$ cat config.mk
export PLATFORM = sky130hd
export DESIGN_NAME = thermo_trip_unit
export DESIGN_NICKNAME = d
export VERILOG_FILES = /design/src/rtl/thermo_trip_pkg.sv /design/src/rtl/thermo_trip_cmp.sv /design/src/rtl/thermo_trip_stat.sv /design/src/rtl/thermo_trip_gate.sv /design/src/rtl/thermo_trip_unit.sv
export SDC_FILE = /design/constraint.sdc
export NUM_CORES = 1
export LEC_CHECK = 0
export ABC_AREA = 1
export BUFFER_PORTS_ARGS = -buffer_cell sky130_fd_sc_hd__buf_2
export CORE_MARGIN = 5
export CORE_UTILIZATION = 42
export DETAILED_ROUTE_END_ITERATION = 8
export PLACE_DENSITY = 0.79
export SKIP_LAST_GASP = 1
export SLEW_MARGIN = 10
export SYNTH_ARGS = -nofsm -noshare
export SYNTH_HDL_FRONTEND = slang
export SYNTH_SLANG_ARGS = --single-unit
$ cat constraint.sdc
create_clock -name clk -period 1.3 [get_ports clk]
set_input_delay 0.195 -clock clk [delete_from_list [all_inputs] [get_ports clk]]
set_output_delay 0.195 -clock clk [all_outputs]
set_load 0.03 [all_outputs]
$ cat src/rtl/thermo_trip_pkg.sv
package thermo_trip_pkg;
   localparam int unsigned NUM_FLAGS = 6;
   // Flag bit positions: software decodes these
   localparam int unsigned F_HOT   = 0;
   localparam int unsigned F_COLD  = 1;
   localparam int unsigned F_HOFS  = 2;
   localparam int unsigned F_LOFS  = 3;
   localparam int unsigned F_RET   = 4;
   localparam int unsigned F_HOT2  = 5;
   typedef logic [NUM_FLAGS-1:0] flag_vec_t;
endpackage

$ cat src/rtl/thermo_trip_cmp.sv
module thermo_trip_cmp
   import thermo_trip_pkg::*;
#(
   parameter int unsigned SAMPLE_W = 12,
   parameter bit          STRICT   = 1'b1
) (
   input  logic                clk,
   input  logic                rst_n,
   input  logic                smp_valid,
   input  logic [SAMPLE_W-1:0] smp_value,
   input  logic [SAMPLE_W-1:0] thr_hot,
   input  logic [SAMPLE_W-1:0] thr_n2h,
   input  logic                n2h_prog,
   input  logic [SAMPLE_W-1:0] thr_cold,
   input  logic [SAMPLE_W-1:0] ofs_high,
   input  logic [SAMPLE_W-1:0] ofs_low,
   output flag_vec_t           evt
);
   if (SAMPLE_W < 2 || SAMPLE_W > 32) begin : g_bad_width
      $error("thermo_trip_cmp: SAMPLE_W out of range");
   end

   logic [SAMPLE_W-1:0] n2h_eff;
   logic [SAMPLE_W-1:0] hot_lim;
   logic                above_hot, below_cold, above_ofs, below_ofs;
   logic                was_hot_q;

   // unprogrammed normal-to-hot value falls back to the cold threshold
   assign n2h_eff = n2h_prog ? thr_n2h : thr_cold;
   assign hot_lim = (thr_hot > n2h_eff) ? thr_hot : n2h_eff;

   if (STRICT) begin : g_strict
      assign above_hot  = smp_value > hot_lim;
      assign below_cold = smp_value < thr_cold;
      assign above_ofs  = smp_value > ofs_high;
      assign below_ofs  = smp_value < ofs_low;
   end else begin : g_inclusive
      assign above_hot  = smp_value >= hot_lim;
      assign below_cold = smp_value <= thr_cold;
      assign above_ofs  = smp_value >= ofs_high;
      assign below_ofs  = smp_value <= ofs_low;
   end

   always_ff @(posedge clk or negedge rst_n) begin
      if (!rst_n)         was_hot_q <= 1'b0;
      else if (smp_valid) was_hot_q <= above_hot;
   end

   always_comb begin
      evt         = '0;
      evt[F_HOT]  = smp_valid & above_hot;
      evt[F_HOT2] = smp_valid & above_hot;
      evt[F_COLD] = smp_valid & below_cold;
      evt[F_HOFS] = smp_valid & above_ofs;
      evt[F_LOFS] = smp_valid & below_ofs;
      evt[F_RET]  = smp_valid & was_hot_q & ~above_hot;
   end

   AST_NO_EVT_IDLE: assert property (@(posedge clk) disable iff (!rst_n)
      !smp_valid |-> (evt == '0));

   AST_RET_NEEDS_HOT: assert property (@(posedge clk) disable iff (!rst_n)
      evt[F_RET] |-> !evt[F_HOT]);
endmodule

$ cat src/rtl/thermo_trip_stat.sv
module thermo_trip_stat
   import thermo_trip_pkg::*;
(
   input  logic      clk,
   input  logic      rst_n,
   input  flag_vec_t evt,
   input  logic      clr_we,
   input  flag_vec_t clr_mask,
   output flag_vec_t stat_q
);
   for (genvar i = 0; i < NUM_FLAGS; i++) begin : g_flag
      logic clr_i;
      assign clr_i = clr_we & clr_mask[i];

      // a new event outranks a clear landing in the same cycle
      always_ff @(posedge clk or negedge rst_n) begin
         if (!rst_n)      stat_q[i] <= 1'b0;
         else if (evt[i]) stat_q[i] <= 1'b1;
         else if (clr_i)  stat_q[i] <= 1'b0;
      end

      AST_SET_WINS: assert property (@(posedge clk) disable iff (!rst_n)
         evt[i] |=> stat_q[i]);

      AST_CLEAR_ONE: assert property (@(posedge clk) disable iff (!rst_n)
         (clr_i && !evt[i]) |=> !stat_q[i]);

      AST_STICKY: assert property (@(posedge clk) disable iff (!rst_n)
         (!clr_i && !evt[i]) |=> (stat_q[i] == $past(stat_q[i])));
   end
endmodule

$ cat src/rtl/thermo_trip_gate.sv
module thermo_trip_gate
   import thermo_trip_pkg::*;
#(
   parameter bit REG_OUT = 1'b0
) (
   input  logic      clk,
   input  logic      rst_n,
   input  flag_vec_t stat_q,
   input  flag_vec_t irq_en,
   output logic      irq
);
   logic any_hit;
   assign any_hit = |(stat_q & irq_en);

   if (REG_OUT) begin : g_reg
      logic irq_q;
      always_ff @(posedge clk or negedge rst_n) begin
         if (!rst_n) irq_q <= 1'b0;
         else        irq_q <= any_hit;
      end
      assign irq = irq_q;

      AST_IRQ_FOLLOWS: assert property (@(posedge clk) disable iff (!rst_n)
         ((stat_q & irq_en) == '0) |=> !irq);
   end else begin : g_comb
      assign irq = any_hit;

      AST_IRQ_QUIET: assert property (@(posedge clk) disable iff (!rst_n)
         ((stat_q & irq_en) == '0) |-> !irq);
   end
endmodule

$ cat src/rtl/thermo_trip_unit.sv
module thermo_trip_unit
   import thermo_trip_pkg::*;
#(
   parameter int unsigned SAMPLE_W = 12,
   parameter bit          STRICT   = 1'b1,
   parameter bit          REG_IRQ  = 1'b0
) (
   input  logic                clk,
   input  logic                rst_n,
   input  logic                smp_valid,
   input  logic [SAMPLE_W-1:0] smp_value,
   input  logic [SAMPLE_W-1:0] thr_hot,
   input  logic [SAMPLE_W-1:0] thr_n2h,
   input  logic                n2h_prog,
   input  logic [SAMPLE_W-1:0] thr_cold,
   input  logic [SAMPLE_W-1:0] ofs_high,
   input  logic [SAMPLE_W-1:0] ofs_low,
   input  logic [5:0]          irq_en,
   input  logic                clr_we,
   input  logic [5:0]          clr_mask,
   output logic [5:0]          status,
   output logic                irq
);
   if (NUM_FLAGS != 6) begin : g_bad_flags
      $error("thermo_trip_unit: port width assumes six flags");
   end

   flag_vec_t evt;
   flag_vec_t stat_q;

   thermo_trip_cmp #(.SAMPLE_W(SAMPLE_W), .STRICT(STRICT)) u_cmp (
      .clk       (clk),
      .rst_n     (rst_n),
      .smp_valid (smp_valid),
      .smp_value (smp_value),
      .thr_hot   (thr_hot),
      .thr_n2h   (thr_n2h),
      .n2h_prog  (n2h_prog),
      .thr_cold  (thr_cold),
      .ofs_high  (ofs_high),
      .ofs_low   (ofs_low),
      .evt       (evt)
   );

   thermo_trip_stat u_stat (
      .clk      (clk),
      .rst_n    (rst_n),
      .evt      (evt),
      .clr_we   (clr_we),
      .clr_mask (clr_mask),
      .stat_q   (stat_q)
   );

   thermo_trip_gate #(.REG_OUT(REG_IRQ)) u_gate (
      .clk    (clk),
      .rst_n  (rst_n),
      .stat_q (stat_q),
      .irq_en (irq_en),
      .irq    (irq)
   );

   assign status = stat_q;

   if (STRICT) begin : g_port_checks
      AST_HOT_PAIR: assert property (@(posedge clk) disable iff (!rst_n)
         (smp_valid && smp_value > thr_hot && smp_value > thr_n2h && n2h_prog)
         |=> (status[F_HOT] && status[F_HOT2]));

      AST_COLD_SET: assert property (@(posedge clk) disable iff (!rst_n)
         (smp_valid && smp_value < thr_cold) |=> status[F_COLD]);

      AST_HOFS_SET: assert property (@(posedge clk) disable iff (!rst_n)
         (smp_valid && smp_value > ofs_high) |=> status[F_HOFS]);

      AST_LOFS_SET: assert property (@(posedge clk) disable iff (!rst_n)
         (smp_valid && smp_value < ofs_low) |=> status[F_LOFS]);
   end
endmodule

==> impl_metrics.env, run 1 <==
export IMPL_synth_sequential_area_ratio_pct=8.20
export IMPL_pin_count_of_the_biggest_net_entering_global_routing=13
export IMPL_worst_setup_path_start_kind="input port"
export IMPL_die_h_um=81.3
export IMPL_slew_headroom_pct=80.0
export IMPL_fp_dieW_um=81.3
export IMPL_failed_checks="negative setup slack"
export IMPL_synth_area_per_cell_um2=5.98
export IMPL_switching_power_uw=1010
export IMPL_design_portCount=96
export IMPL_numCtsBuffers=3
export IMPL_clk_pin_slew_ns=0.04
export IMPL_num_rows=26
export IMPL_via_count=2814
export IMPL_global_route_usage_met3_pct=2.22
export IMPL_route_detailed_vias_per_inst=4.87
export IMPL_coreArea_mm2=0.00501
export IMPL_area_growth_syn_to_layout_pct=68.1
export IMPL_cp_slowest_cell="sky130_fd_sc_hd__ha_1"
export IMPL_grt_pass1_wl_um=12100
export IMPL_crit_top_cell="sky130_fd_sc_hd__nand2_1"
export IMPL_final_antenna_net_count=0
export IMPL_timing_critical_path_arrival_ns=2.72
export IMPL_cts_htree_levels=1
export IMPL_first_global_vias=2851
export IMPL_worst_path_largest_cell_delay_ns=0.30
export IMPL_remaining_drc_errors=0
export IMPL_total_power_uw=2220
export IMPL_fraction_of_synthesized_cell_area_taken_by_the_top_area_cell_type_pct=34.0
export IMPL_timing_max_cap_violations=0
export IMPL_initial_core_util_pct=42.6
export IMPL_count_of_pins_over_their_slew_limit=0
export IMPL_skew_ns=0.0000213
export IMPL_design_die_area_mm2=0.00661
export IMPL_power_per_cell_area_mw_per_mm2=618
export IMPL_worstPathBufferInverterCount=3
export IMPL_distinct_cell_type_count_after_synthesis=20
export IMPL_timing_final_ws_setup_ns=-1.30
export IMPL_global_placer_s_final_weighted_congestion=0.886
export IMPL_route_detailed_wl_per_inst_um=13.3
export IMPL_outcome="finished, violations left"
export IMPL_clock_tree_buffer_depth=2
export IMPL_dp_final_hpwl_um=5560
export IMPL_finish_net_count=656
export IMPL_synth_area_leaders="sky130_fd_sc_hd__ha_1 (34%), sky130_fd_sc_hd__nand2_1 (20%), sky130_fd_sc_hd__inv_1 (13%)"
export IMPL_detail_route_first_pass_iterations=4
export IMPL_cts_num_sinks=7
export IMPL_diodes=0
export IMPL_detailedRoute_firstIterationViolations=96
export IMPL_worst_hold_path_type="input port to flop"
export IMPL_worst_slew_pin_transition_ns=0.297
export IMPL_critPathKind="input port to flop"
export IMPL_final_cell_count_no_fill=578
export IMPL_swShare_pct=45.4
export IMPL_grtUsageTotal_pct=23.0
export IMPL_met2_usage_grt_pct=45.9
export IMPL_post_synth_inst_count=357
export IMPL_vdd_ir_drop_max_mv=0.383
export IMPL_finalWorstPathRequiredPeriod_ns=2.60
export IMPL_share_of_the_cycle_needed_by_the_critical_path_after_routing_pct=200
export IMPL_grt_antenna_before_repair=0
export IMPL_share_seq_of_total_power_pct=13.9
export IMPL_critPathTopFamily="simple AND/OR/NAND/NOR gates"
export IMPL_drive_above_1_share_pct=42.7
export IMPL_rsz0062_at_grt="true"
export IMPL_clock_insertion_delay_worst_skew_ns=0.23
export IMPL_timing_critical_path_cells="buf_12, buf_16, a21oi_2, ha_1, a21oi_1, nand2_1, nand2_1, nand3_4, buf_6, nand3_2, nand2_1, ha_1, nand4_1, nor2_4, nand4_1, nand3_2, nand2_1"
export IMPL_postSynthNetCount=504
export IMPL_worst_setup_path_end_kind="flop"
export IMPL_share_clk_of_total_power_pct=14.4
export IMPL_placedCellCount=556
export IMPL_combPwrFrac_pct=71.7
export IMPL_setup_viol=5
export IMPL_synth_seq_cells=7
export IMPL_grt_ovfl_total=0
export IMPL_port_buffers=95
export IMPL_critical_path_peak_fanout=12
export IMPL_design_internal_power_uw=1210
export IMPL_timing_fmax_mhz=385
export IMPL_synthesis_area_mm2=0.00214
export IMPL_busiest_layer="met2"
export IMPL_cp_data_required_time_ns=1.42
export IMPL_leakagePower_uw=0.00218
export IMPL_wirelength_um=7680
export IMPL_cts_root_buffer_cell="sky130_fd_sc_hd__clkbuf_8"
export IMPL_synth_warning_count=0
export IMPL_cts_tree="yes"
export IMPL_synth_top_area_cell="sky130_fd_sc_hd__ha_1"
export IMPL_report_final_hold_viol_count=0
export IMPL_utilization_pct=71.7
export IMPL_gr_usage_met1_pct=24.6
-- worst register-to-register path, cell delays in order (launching register included) --
cell and delay [ns]:
sky130_fd_sc_hd__dfrtp_1 0.38, sky130_fd_sc_hd__buf_4 0.14, sky130_fd_sc_hd__nand2_1 0.06, sky130_fd_sc_hd__nand2_1 0.06
-- cells by family after synthesis --
kind of cell,Yosys count,share of synthesized area [%]
fa+ha+maj,58,34.0
buf+inv,81,14.9
simple gates,167,31.8
flops,7,8.20
compound gates,44,11.1
-- sequential cells by signal, summed over array words and instances (netlist names) --
signal,count
u_stat.stat_q,6
u_cmp.was_hot_q,1
-- through the flow --
| stage | setup slack [ns] | area (um^2) | hold slack (ns) | setup TNS, ns |
|---|---|---|---|---|
| after floorplan | -1.05 | 2160 | -0.101 | -4.18 |
| after global placement | -1.44 | 2980 | 0.0340 | -5.88 |
| after detailed placement | -1.52 | 2980 | 0.0396 | -6.25 |
| after CTS | -1.07 | 3440 | 0.206 | -4.36 |
| after global routing | -1.47 | 3590 | 0.234 | -6.01 |
| final | -1.30 | 3590 | 0.219 | -5.25 |
-- timing repair --
item	4_1_cts	5_1_grt
setup buffers	14	0
hold buffers	1	0
hold endpoints to repair	7	0
pin swaps	31	17
gates resized for setup	60	26
setup endpoints to repair	5	5
gates cloned	3	0
-- placed cells by master, fill, tap and decap left out --
cell / Yosys / final
sky130_fd_sc_hd__a21oi_4: 0 / 3
sky130_fd_sc_hd__nand2_1: 112 / 98
sky130_fd_sc_hd__buf_16: 0 / 2
sky130_fd_sc_hd__nor2_4: 0 / 10
sky130_fd_sc_hd__nand3_2: 1 / 8
sky130_fd_sc_hd__and2_1: 1 / 1
sky130_fd_sc_hd__nand3_4: 0 / 1
sky130_fd_sc_hd__buf_12: 0 / 2
sky130_fd_sc_hd__nand4_1: 3 / 3
sky130_fd_sc_hd__nor2_2: 0 / 3
sky130_fd_sc_hd__clkbuf_8: 0 / 3
sky130_fd_sc_hd__nor2_1: 26 / 13
sky130_fd_sc_hd__o21ai_0: 9 / 8
sky130_fd_sc_hd__clkbuf_1: 0 / 1
sky130_fd_sc_hd__o21a_1: 1 / 1
sky130_fd_sc_hd__a21o_1: 2 / 2
sky130_fd_sc_hd__nand3_1: 22 / 14
sky130_fd_sc_hd__buf_2: 3 / 93
sky130_fd_sc_hd__nand2_4: 0 / 3
sky130_fd_sc_hd__inv_1: 76 / 74
sky130_fd_sc_hd__nand2_2: 1 / 13
sky130_fd_sc_hd__dlygate4sd3_1: 0 / 1
sky130_fd_sc_hd__ha_4: 0 / 9
sky130_fd_sc_hd__inv_2: 0 / 2
sky130_fd_sc_hd__o21ai_1: 0 / 1
sky130_fd_sc_hd__ha_1: 58 / 49
sky130_fd_sc_hd__buf_4: 1 / 50
sky130_fd_sc_hd__a21oi_1: 29 / 16
sky130_fd_sc_hd__a221oi_2: 0 / 1
sky130_fd_sc_hd__dfrtp_1: 7 / 7
sky130_fd_sc_hd__a21oi_2: 0 / 10
sky130_fd_sc_hd__nor3_2: 1 / 1
sky130_fd_sc_hd__a211oi_1: 2 / 2
sky130_fd_sc_hd__buf_6: 1 / 3
-- final timing paths --
path | from | endpoint | slack, ns | cells after the start
worst max-delay path | n2h_prog | u_cmp.was_hot_q | -1.30 | 17
worst min-delay path | clr_mask[4] | u_stat.stat_q[4] | 0.22 | 4
worst max register to register | u_stat.stat_q[1] | u_stat.stat_q[1] | 0.55 | 3
worst min register to register | u_cmp.was_hot_q | u_cmp.was_hot_q | 0.47 | 2
max in group asynchronous | rst_n | u_stat.stat_q[5] | 0.79 | 2
min in group asynchronous | rst_n | u_stat.stat_q[2] | 0.35 | 2
-- layout make-up --
cell class	count	area [um^2]
Clock buffer	4	45.0
Inverter	76	285
Sequential cell	7	175
Fill cell	415	1420
Tap cell	70	87.6
Multi-Input combinational cell	270	2020
Timing Repair Buffer	151	980
-- power by group through the flow --
| stage | sequential (uW) | clock (uW) | combinational, uW |
|---|---|---|---|
| after floorplan | 402 | 0 | 666 |
| after global placement | 309 | 0 | 1180 |
| after detailed placement | 311 | 0 | 1230 |
| after CTS | 308 | 332 | 1450 |
| after global routing | 319 | 341 | 1780 |
| final | 309 | 319 | 1590 |
-- routing by layer --
metal	part of all wire, %	vias up
met3	6.5	21
met4	2.9	0
li1	-	1434
met2	52	99
met5	0	-
met1	39	1260
-- cell usage after synthesis --
cell type and number:
sky130_fd_sc_hd__a211oi_1 2, sky130_fd_sc_hd__nor3_2 1, sky130_fd_sc_hd__ha_1 58, sky130_fd_sc_hd__nor2_1 26, sky130_fd_sc_hd__a21o_1 2, sky130_fd_sc_hd__and2_1 1, sky130_fd_sc_hd__dfrtp_1 7, sky130_fd_sc_hd__nand3_1 22
sky130_fd_sc_hd__buf_2 3, sky130_fd_sc_hd__inv_1 76, sky130_fd_sc_hd__buf_6 1, sky130_fd_sc_hd__nand2_1 112, sky130_fd_sc_hd__o21ai_0 9, sky130_fd_sc_hd__a221oi_1 1, sky130_fd_sc_hd__nand3_2 1, sky130_fd_sc_hd__o21a_1 1
sky130_fd_sc_hd__nand2_2 1, sky130_fd_sc_hd__a21oi_1 29, sky130_fd_sc_hd__buf_4 1, sky130_fd_sc_hd__nand4_1 3
(Power assumes the default switching activity.)
==> run 2: changes to the inputs <==
--- a/config.mk
+++ b/config.mk
@@ -16,3 +16,4 @@
 export SYNTH_ARGS = -nofsm -noshare
 export SYNTH_HDL_FRONTEND = slang
 export SYNTH_SLANG_ARGS = --single-unit
+export TNS_END_PERCENT = 5
==> constraint.sdc (replaced) <==
create_clock -name clk -period 1.3 [get_ports clk]
set_input_delay 0.065 -clock clk [delete_from_list [all_inputs] [get_ports clk]]
set_output_delay 0.065 -clock clk [all_outputs]
set_load 0.03 [all_outputs]
==> impl_metrics.env, run 2 (synthesized netlist as in run 1, its figures left out) <==
export IMPL_report_final_hold_viol_count=0
export IMPL_via_count=2684
export IMPL_fin_setup_tns_ns=-4.23
export IMPL_reg_largest_list="u_stat.stat_q: 6 flops, u_cmp.was_hot_q: 1 flops"
export IMPL_first_global_vias=2607
export IMPL_grt_pass1_wl_um=10400
export IMPL_route_detailed_vias_per_inst=4.80
export IMPL_most_frequent_standard_cell_in_the_layout_excluding_fill_and_tap_cells="sky130_fd_sc_hd__nand2_1"
export IMPL_placedCellCount=552
export IMPL_worst_setup_path_start_kind="input port"
export IMPL_power_per_cell_area_mw_per_mm2=619
export IMPL_area_growth_syn_to_layout_pct=58.4
export IMPL_fp_dieW_um=81.3
export IMPL_leakagePower_uw=0.00207
export IMPL_slew_headroom_pct=80.5
export IMPL_share_of_the_cycle_needed_by_the_critical_path_after_routing_pct=182
export IMPL_wirelength_um=6980
export IMPL_vdd_ir_drop_max_mv=0.341
export IMPL_initial_core_util_pct=42.6
export IMPL_clk_pin_slew_ns=0.04
export IMPL_clock_tree_buffer_depth=2
export IMPL_drive_above_1_share_pct=40.3
export IMPL_clock_insertion_delay_worst_skew_ns=0.23
export IMPL_diodes=0
export IMPL_cts_htree_levels=1
export IMPL_finish_net_count=637
export IMPL_cts_tree="yes"
export IMPL_count_of_pins_over_their_slew_limit=0
export IMPL_worst_hold_path_type="input port to flop"
export IMPL_most_common_layout_cells="sky130_fd_sc_hd__nand2_1 (98), sky130_fd_sc_hd__buf_2 (94), sky130_fd_sc_hd__inv_1 (75), sky130_fd_sc_hd__ha_1 (49), sky130_fd_sc_hd__buf_4 (32)"
export IMPL_critPathKind="input port to flop"
export IMPL_pin_count_of_the_biggest_net_entering_global_routing=10
export IMPL_setup_worst_path_start="n2h_prog"
export IMPL_grt_ovfl_total=0
export IMPL_port_buffers=95
export IMPL_skew_ns=0.0000906
export IMPL_utilization_pct=67.5
export IMPL_final_cell_count_no_fill=559
export IMPL_die_h_um=81.3
export IMPL_global_placer_s_final_weighted_congestion=0.864
export IMPL_worst_hold_slack_ns=0.0856
export IMPL_largest_register_ffs=6
export IMPL_route_detailed_wl_per_inst_um=12.5
export IMPL_grt_antenna_before_repair=0
export IMPL_timing_final_ws_setup_ns=-1.06
export IMPL_dp_final_hpwl_um=5350
export IMPL_grtUsageTotal_pct=19.4
export IMPL_design_portCount=96
export IMPL_numCtsBuffers=3
export IMPL_timing_max_cap_violations=0
export IMPL_top_register="u_stat.stat_q"
export IMPL_outcome="finished, violations left"
export IMPL_critical_path_peak_fanout=8
export IMPL_remaining_drc_errors=0
export IMPL_failed_checks="negative setup slack"
export IMPL_regToRegStartpoint="u_cmp.was_hot_q"
export IMPL_num_rows=26
export IMPL_coreArea_mm2=0.00501
export IMPL_detail_route_first_pass_iterations=4
export IMPL_hold_path_startpoint="clr_mask[0]"
export IMPL_timing_fmax_mhz=424
export IMPL_rsz0062_at_grt="true"
export IMPL_worst_setup_path_end_kind="flop"
export IMPL_detailedRoute_firstIterationViolations=47
export IMPL_cts_num_sinks=7
export IMPL_worst_slew_pin_transition_ns=0.290
export IMPL_cp_data_required_time_ns=1.41
export IMPL_finalWorstPathRequiredPeriod_ns=2.36
export IMPL_cts_root_buffer_cell="sky130_fd_sc_hd__clkbuf_8"
export IMPL_setup_viol=5
export IMPL_design_die_area_mm2=0.00661
export IMPL_timing_critical_path_arrival_ns=2.47
export IMPL_final_antenna_net_count=0
run 2: changes by cell type in the layout (fill, tap and decap cells not counted), sizes merged:
cell | before | now
nand2 | 114 | 113
buf | 150 | 132
run 2: power by group:
group	switching [uW]	internal, uW	leakage, uW
Clock	102	213	0.0000228
Sequential	36.8	273	0.0000824
Combinational	820	650	0.00197
run 2: cell type report:
| type | instances | area, um^2 |
|---|---|---|
| well taps | 70 | 87.6 |
| inverters | 76 | 285 |
| multi-input cells | 269 | 1970 |
| flip-flops and latches | 7 | 175 |
| repair buffers | 133 | 822 |
| clock buffers | 4 | 45.0 |
| fillers | 430 | 1630 |
run 2: timing repair:
action | CTS | global route
endpoints found under the setup margin | 4 | 5
setup buffers | 0 | 1
pin swaps | 19 | 36
gates resized for setup | 34 | 42
hold endpoints to repair | 7 | 0
hold buffers | 1 | 0
cloned | 1 | 0
run 2: metrics by stage:
step | total power (uW) | instance area [um^2] | worst slack [ns]
4_1_cts | 1940 | 3160 | -1.00
3_3_place_gp | 1480 | 2940 | -1.32
2_1_floorplan | 1060 | 2150 | -0.925
3_5_place_dp | 1520 | 2940 | -1.36
6_report | 2090 | 3380 | -1.06
5_1_grt | 2310 | 3380 | -1.27
run 2: metal layers:
layer  routed length (um)  global-route usage (%)  vias up
met2                 3610                    36.2       74
met4                  133                    6.59        0
met1                 2810                    22.0     1198
met3                  435                    3.44       11
li1                     -                       -     1401
met5                    0                       0        -
run 2: worst paths after layout:
kind	cells after the start	endpoint	slack, ns
worst max register to register	4	u_stat.stat_q[4]	0.58
min in group asynchronous	2	u_stat.stat_q[2]	0.21
max in group asynchronous	2	u_stat.stat_q[1]	0.93
worst max-delay path	21	u_stat.stat_q[4]	-1.06
worst min register to register	2	u_cmp.was_hot_q	0.48
worst min-delay path	4	u_stat.stat_q[0]	0.09
run 2: critical path, stage by stage:
cell                      delay, ns
sky130_fd_sc_hd__buf_12        0.11
sky130_fd_sc_hd__buf_12        0.14
sky130_fd_sc_hd__nor2_4        0.10
sky130_fd_sc_hd__a21oi_2       0.04
sky130_fd_sc_hd__ha_1          0.32
sky130_fd_sc_hd__a21o_1        0.20
sky130_fd_sc_hd__nor2_2        0.17
sky130_fd_sc_hd__nand3_4       0.14
sky130_fd_sc_hd__buf_6         0.17
sky130_fd_sc_hd__nand3_2       0.08
sky130_fd_sc_hd__nand2_2       0.07
sky130_fd_sc_hd__ha_4          0.27
sky130_fd_sc_hd__nand2_1       0.05
sky130_fd_sc_hd__inv_1         0.07
sky130_fd_sc_hd__nand2_2       0.07
sky130_fd_sc_hd__nor2_2        0.09
sky130_fd_sc_hd__nand2_1       0.07
sky130_fd_sc_hd__nand3_2       0.07
sky130_fd_sc_hd__nand2_1       0.05
sky130_fd_sc_hd__nand2_1       0.05
sky130_fd_sc_hd__nand2_1       0.06
